## config.mk

```make
export PLATFORM = sky130hd
export DESIGN_NAME = eject_status_reporter
export DESIGN_NICKNAME = d
export VERILOG_FILES = /design/src/rtl/esr_pkg.sv /design/src/rtl/esr_edge_det.sv /design/src/rtl/esr_eject_qual.sv /design/src/rtl/esr_status_latch.sv /design/src/rtl/eject_status_reporter.sv
export SDC_FILE = /design/constraint.sdc
export NUM_CORES = 1
export LEC_CHECK = 0
export BUFFER_PORTS_ARGS = -buffer_cell sky130_fd_sc_hd__buf_4
export CAP_MARGIN = 20
export CORE_MARGIN = 3
export CORE_UTILIZATION = 39
export DETAILED_ROUTE_END_ITERATION = 12
export GPL_TIMING_DRIVEN = 0
export HOLD_SLACK_MARGIN = 0.02
export PLACE_DENSITY = 0.57
export SLEW_MARGIN = 40
export SYNTH_ARGS = -nofsm -noshare
export SYNTH_HDL_FRONTEND = slang
export SYNTH_SLANG_ARGS = --single-unit
```

## constraint.sdc

```tcl
create_clock -name clk -period 4.2 [get_ports clk]
set_clock_uncertainty 0.05 [all_clocks]
set_input_delay 1.26 -clock clk [delete_from_list [all_inputs] [get_ports clk]]
set_output_delay 1.26 -clock clk [all_outputs]
set_load 0.01 [all_outputs]
```

## src/rtl/esr_pkg.sv

```systemverilog
package esr_pkg;
  localparam int STAT_W = 16;
  localparam int CFG_W  = 8;
  localparam int GPIO_W = 3;

  // Status word packing: [15] ready, [14] high speed, [13] bus powered,
  // [12:8] user bits from the config byte, [7:3] zero, [2:0] pin levels.
  function automatic logic [STAT_W-1:0] pack_status(
    input logic              rdy,
    input logic              hs,
    input logic              bp,
    input logic [CFG_W-1:0]  cfg,
    input logic [GPIO_W-1:0] pins
  );
    logic [STAT_W-1:0] w;
    w        = '0;
    w[15]    = rdy;
    w[14]    = hs;
    w[13]    = bp;
    w[12:8]  = cfg[7:3];
    w[2:0]   = pins;
    return w;
  endfunction
endpackage

```

## src/rtl/esr_edge_det.sv

```systemverilog
module esr_edge_det #(
  parameter logic RST_VAL = 1'b0
) (
  input  logic clk,
  input  logic rst_n,
  input  logic d,
  output logic lvl,
  output logic prev
);
  always_ff @(posedge clk) begin
    if (!rst_n) begin
      lvl  <= RST_VAL;
      prev <= RST_VAL;
    end else begin
      lvl  <= d;
      prev <= lvl;
    end
  end
endmodule

```

## src/rtl/esr_eject_qual.sv

```systemverilog
module esr_eject_qual #(
  parameter int HOLD_CYCLES = 300000
) (
  input  logic clk,
  input  logic rst_n,
  input  logic pin_lvl,
  input  logic pin_prev,
  input  logic suspend,
  input  logic rwu_en,
  output logic eject_pulse,
  output logic wake_req
);
  localparam int CW = $clog2(HOLD_CYCLES + 1);
  localparam logic [CW-1:0] LAST = CW'(HOLD_CYCLES - 1);
  localparam logic [CW-1:0] FULL = CW'(HOLD_CYCLES);

  logic [CW-1:0] hold_cnt;
  wire  pin_held   = !pin_lvl && !suspend;
  wire  pin_change = pin_lvl ^ pin_prev;
  wire  hold_done  = pin_held && (hold_cnt == LAST);
  wire  wake_fire  = suspend && rwu_en && pin_change;

  always_ff @(posedge clk) begin
    if (!rst_n) begin
      hold_cnt    <= '0;
      eject_pulse <= 1'b0;
      wake_req    <= 1'b0;
    end else begin
      if (!pin_held)             hold_cnt <= '0;
      else if (hold_cnt != FULL) hold_cnt <= hold_cnt + 1'b1;
      eject_pulse <= hold_done;
      wake_req    <= wake_fire;
    end
  end

  AST_EJ_SINGLE: assert property (@(posedge clk) disable iff (!rst_n)
    eject_pulse |=> !eject_pulse);
  AST_EJ_AWAKE: assert property (@(posedge clk) disable iff (!rst_n)
    eject_pulse |-> $past(!suspend));
  AST_WAKE_GATED: assert property (@(posedge clk) disable iff (!rst_n)
    wake_req |-> $past(suspend && rwu_en));
  AST_CNT_BOUND: assert property (@(posedge clk) disable iff (!rst_n)
    hold_cnt <= FULL);
endmodule

```

## src/rtl/esr_status_latch.sv

```systemverilog
module esr_status_latch
  import esr_pkg::*;
(
  input  logic              clk,
  input  logic              rst_n,
  input  logic              irq_lvl,
  input  logic              irq_prev,
  input  logic              disk_rdy,
  input  logic              hs_mode,
  input  logic              bus_pwr,
  input  logic [CFG_W-1:0]  cfg_byte,
  input  logic [GPIO_W-1:0] gpio,
  input  logic              poll_req,
  input  logic              poll_ack,
  output logic              poll_nak,
  output logic              poll_data_vld,
  output logic [STAT_W-1:0] poll_word
);
  logic              pending;
  logic [STAT_W-1:0] snap;

  wire snap_load = irq_lvl && !irq_prev;
  wire ack_clear = poll_ack && pending && !snap_load;

  always_ff @(posedge clk) begin
    if (!rst_n) begin
      pending       <= 1'b0;
      snap          <= '0;
      poll_nak      <= 1'b0;
      poll_data_vld <= 1'b0;
      poll_word     <= '0;
    end else begin
      if (snap_load) begin
        snap    <= pack_status(disk_rdy, hs_mode, bus_pwr, cfg_byte, gpio);
        pending <= 1'b1;
      end else if (ack_clear) begin
        pending <= 1'b0;
      end
      poll_nak      <= poll_req && !pending;
      poll_data_vld <= poll_req && pending;
      poll_word     <= (poll_req && pending) ? snap : '0;
    end
  end

  AST_RESP_EXCL: assert property (@(posedge clk) disable iff (!rst_n)
    !(poll_nak && poll_data_vld));
  AST_RESP_AFTER_POLL: assert property (@(posedge clk) disable iff (!rst_n)
    (poll_nak || poll_data_vld) |-> $past(poll_req));
  AST_PEND_KEEP: assert property (@(posedge clk) disable iff (!rst_n)
    (pending && !poll_ack) |=> pending);
  AST_PEND_SET: assert property (@(posedge clk) disable iff (!rst_n)
    snap_load |=> pending);
  AST_WORD_QUIET: assert property (@(posedge clk) disable iff (!rst_n)
    !poll_data_vld |-> (poll_word == '0));
endmodule

```

## src/rtl/eject_status_reporter.sv

```systemverilog
module eject_status_reporter #(
  parameter int HOLD_CYCLES = 300000
) (
  input  logic        clk,
  input  logic        rst_n,
  input  logic        eject_n,
  input  logic        sys_irq,
  input  logic        disk_rdy,
  input  logic        hs_mode,
  input  logic        bus_pwr,
  input  logic [7:0]  cfg_byte,
  input  logic [2:0]  gpio,
  input  logic        suspend,
  input  logic        rwu_en,
  input  logic        poll_req,
  input  logic        poll_ack,
  output logic        eject_pulse,
  output logic        wake_req,
  output logic        poll_nak,
  output logic        poll_data_vld,
  output logic [15:0] poll_word
);
  logic ej_lvl, ej_prev, irq_lvl, irq_prev;

  esr_edge_det #(.RST_VAL(1'b1)) u_ej_edge (
    .clk(clk), .rst_n(rst_n), .d(eject_n), .lvl(ej_lvl), .prev(ej_prev));

  esr_edge_det #(.RST_VAL(1'b0)) u_irq_edge (
    .clk(clk), .rst_n(rst_n), .d(sys_irq), .lvl(irq_lvl), .prev(irq_prev));

  esr_eject_qual #(.HOLD_CYCLES(HOLD_CYCLES)) u_qual (
    .clk(clk), .rst_n(rst_n), .pin_lvl(ej_lvl), .pin_prev(ej_prev),
    .suspend(suspend), .rwu_en(rwu_en),
    .eject_pulse(eject_pulse), .wake_req(wake_req));

  esr_status_latch u_stat (
    .clk(clk), .rst_n(rst_n), .irq_lvl(irq_lvl), .irq_prev(irq_prev),
    .disk_rdy(disk_rdy), .hs_mode(hs_mode), .bus_pwr(bus_pwr),
    .cfg_byte(cfg_byte), .gpio(gpio),
    .poll_req(poll_req), .poll_ack(poll_ack),
    .poll_nak(poll_nak), .poll_data_vld(poll_data_vld), .poll_word(poll_word));
endmodule

```

==> flow_metrics.env <==
export IMPL_status="finished clean"
export IMPL_critPathSlowestCell="or3b_2"
export IMPL_netlist_instances=216
export IMPL_ioPinCount=42
export IMPL_synth_edf_count=0
export IMPL_grt_pass1_vias=1362
export IMPL_fin_worst_hold_slack_ns=0.389
export IMPL_final_cells=328
export IMPL_grt_use_met1_pct=18.4
export IMPL_fin_crit_sh_pct=54.8
export IMPL_synth_async_reset_ratio_pct=0
export IMPL_crit_start="suspend"
export IMPL_globalplace_congestion=0.735
export IMPL_yosys_area_top_type="dfxtp_1"
export IMPL_cts_setup_buffers=0
export IMPL_rows=25
export IMPL_grt_busiest_layer="met2"
export IMPL_synth_most_common_cell="dfxtp_1"
export IMPL_synth_warning_count=0
export IMPL_required_ns=4.40
export IMPL_ys_types=30
export IMPL_r2r_start="u_qual.hold_cnt[1]"
export IMPL_grt_remaining_overflow=0
export IMPL_cts_max_level=2
export IMPL_cts_tree="yes"
export IMPL_synth_seq_cells=50
export IMPL_powerDensity_nw_per_um2=350
export IMPL_reg2reg_slack_ns=2.19
export IMPL_vdd_ir_drop_max_mv=0.192
export IMPL_rsz0062_at_grt="no"
export IMPL_hold_viol_final=0
export IMPL_first_pass_iters=5
export IMPL_synthTopCellsByArea="dfxtp_1, nand2_1, xnor2_1"
export IMPL_min_from="u_stat.pending"
export IMPL_fmax_mhz=435
export IMPL_hpwl_um=2630
export IMPL_vias=1490
export IMPL_cp_max_fo=10
export IMPL_viasPerCell=4.54
export IMPL_insertion_delay_ns=0.31
export IMPL_place_inst=320
export IMPL_arrival_ns=2.50
export IMPL_setup_violations=0
export IMPL_fin_setup_tns_ns=0
export IMPL_min_period_ns=2.30
export IMPL_die_h_um=76.5
export IMPL_cts_resized=0
export IMPL_area_growth_pct=23.0
export IMPL_grt_pass1_wl_um=6370
export IMPL_io_buffers=33
export IMPL_final_nets=284
export IMPL_syn_area_per_cell_sq_um=8.97
export IMPL_worstPathCellList="buf_4, or3b_2, clkbuf_1, clkbuf_1, nor2_1"
export IMPL_grt_max_degree=17
export IMPL_die_w_um=76.5
export IMPL_core_area_sq_um=4750
export IMPL_drc_errors=0
export IMPL_syn_area_sq_um=1940
export IMPL_ys_flop_type="dfxtp_1"
export IMPL_wl_per_cell_um=11.1
export IMPL_nFillCells=485
export IMPL_grt_util_all_layers_pct=13.5
export IMPL_slowest_delay_ns=0.45
export IMPL_antenna_left=0
export IMPL_drv_cap=0
export IMPL_met2_usage_pct=19.7
export IMPL_cp_common_cell="clkbuf_1"
export IMPL_cts_reportedPaths_clkPinSlew_ns=0.10
export IMPL_synthTopCellsByCount="dfxtp_1, nand2_1, nor2_1"
export IMPL_setup_ws_ns=1.90
export IMPL_cp_num_buf_inv=3
export IMPL_ys_seq_area_share_pct=51.6
export IMPL_drtIter0Drc=81
export IMPL_critical_path_class="in2reg"
export IMPL_path_delay_family="buffers and inverters"
export IMPL_wirelength_um=3630
export IMPL_start_util_pct=40.8
export IMPL_hold_buffers=0
export IMPL_die_area_sq_um=5850
export IMPL_max_clock_path_buffers=2
export IMPL_clk_root_buffer_cell="clkbuf_8"
export IMPL_cts_sinks=50
export IMPL_report_final_slew_viol_count=0
export IMPL_preCtsSetupSlack_ns=1.55
export IMPL_grtUsageMet3_pct=4.14
export IMPL_hold_class="reg2reg"
export IMPL_critPathCaptureType="flop"
export IMPL_worstSetupStartpointType="input port"
export IMPL_leakage_nw=0.868
export IMPL_drive_gt1_share_pct=18.8
export IMPL_antenna_found_initial=0
export IMPL_numCtsBuffers=5
export IMPL_netlist_area_leader_share_pct=51.6
export IMPL_diodes=0
## cell type report
class                           instances  area [sq um]  share of cell area, %
Timing Repair Buffer                   33           248                   10.4
Clock buffer                            6          82.6                   3.46
Multi-Input combinational cell        150           858                   36.0
Inverter                                7          26.3                   1.10
Sequential cell                        50          1000                   42.0
Tap cell                               67          83.8                   3.52
Clock inverter                          2          16.3                  0.682
Buffer                                 13          67.6                   2.83
## power breakdown
group	leakage [nW]	total [mW]	internal [mW]	switching, mW
logic	0.415	0.0426	0.0236	0.0190
clock network	0.0478	0.304	0.136	0.169
registers	0.405	0.486	0.483	0.00383
total	0.868	0.833	0.642	0.191
## logic make-up after synthesis
kind of cell | share of synthesized area (%)
other | 0.193
adders and majority gates | 1.29
xor gates and xnor gates | 5.42
muxes | 1.03
buffers and inverters | 4.84
DFF | 51.6
AOI/OAI and AO/OA | 7.88
and+or+nand+nor | 27.7
## registers in the layout (all words and copies together) (netlist names)
register	flops
u_stat.poll_data_vld	1
u_stat.poll_word	11
u_ej_edge.lvl	1
u_qual.wake_req	1
u_ej_edge.prev	1
u_stat.poll_nak	1
u_irq_edge.lvl	1
u_qual.eject_pulse	1
u_stat.snap	11
u_qual.hold_cnt	19
u_stat.pending	1
u_irq_edge.prev	1
## cells in the final DEF, fill, tap and decap left out, drive strengths merged, types with 4 or more instances in the layout
master / count
nor2: 19
dfxtp: 50
nand4: 4
a21oi: 5
conb: 5
buf: 38
nor4: 7
clkbuf: 14
xnor2: 11
nand3: 9
or3: 6
o21ai: 6
and2: 13
a21boi: 12
inv: 8
nand2: 32
nand2b: 5
## path summary, 6_finish.rpt
check                             end  cells after the start
hold / removal        u_stat.poll_nak                      1
setup / recovery  u_qual.hold_cnt[12]                      5
hold reg to reg       u_stat.poll_nak                      1
setup reg to reg  u_qual.hold_cnt[18]                      5
## per-stage QoR
step | cell area [sq um] | power, mW | util (%)
after floorplan | 1950 | 0.520 | -
after global placement | 2280 | 0.541 | 48.1
after detailed placement | 2280 | 0.541 | 48.1
after CTS | 2380 | 0.843 | 50.1
after global routing | 2380 | 0.869 | 50.1
final | 2380 | 0.833 | 50.1
## per-layer routing
| layer | vias to the layer above | share of wire [%] | wire, um |
|---|---|---|---|
| met5 | - | 0 | 0 |
| met4 | 0 | 1.8 | 64 |
| met3 | 6 | 4.6 | 168 |
| met2 | 28 | 43 | 1570 |
| met1 | 666 | 50 | 1830 |
| li1 | 790 | - | - |
Power figures use the tool's default switching activity.
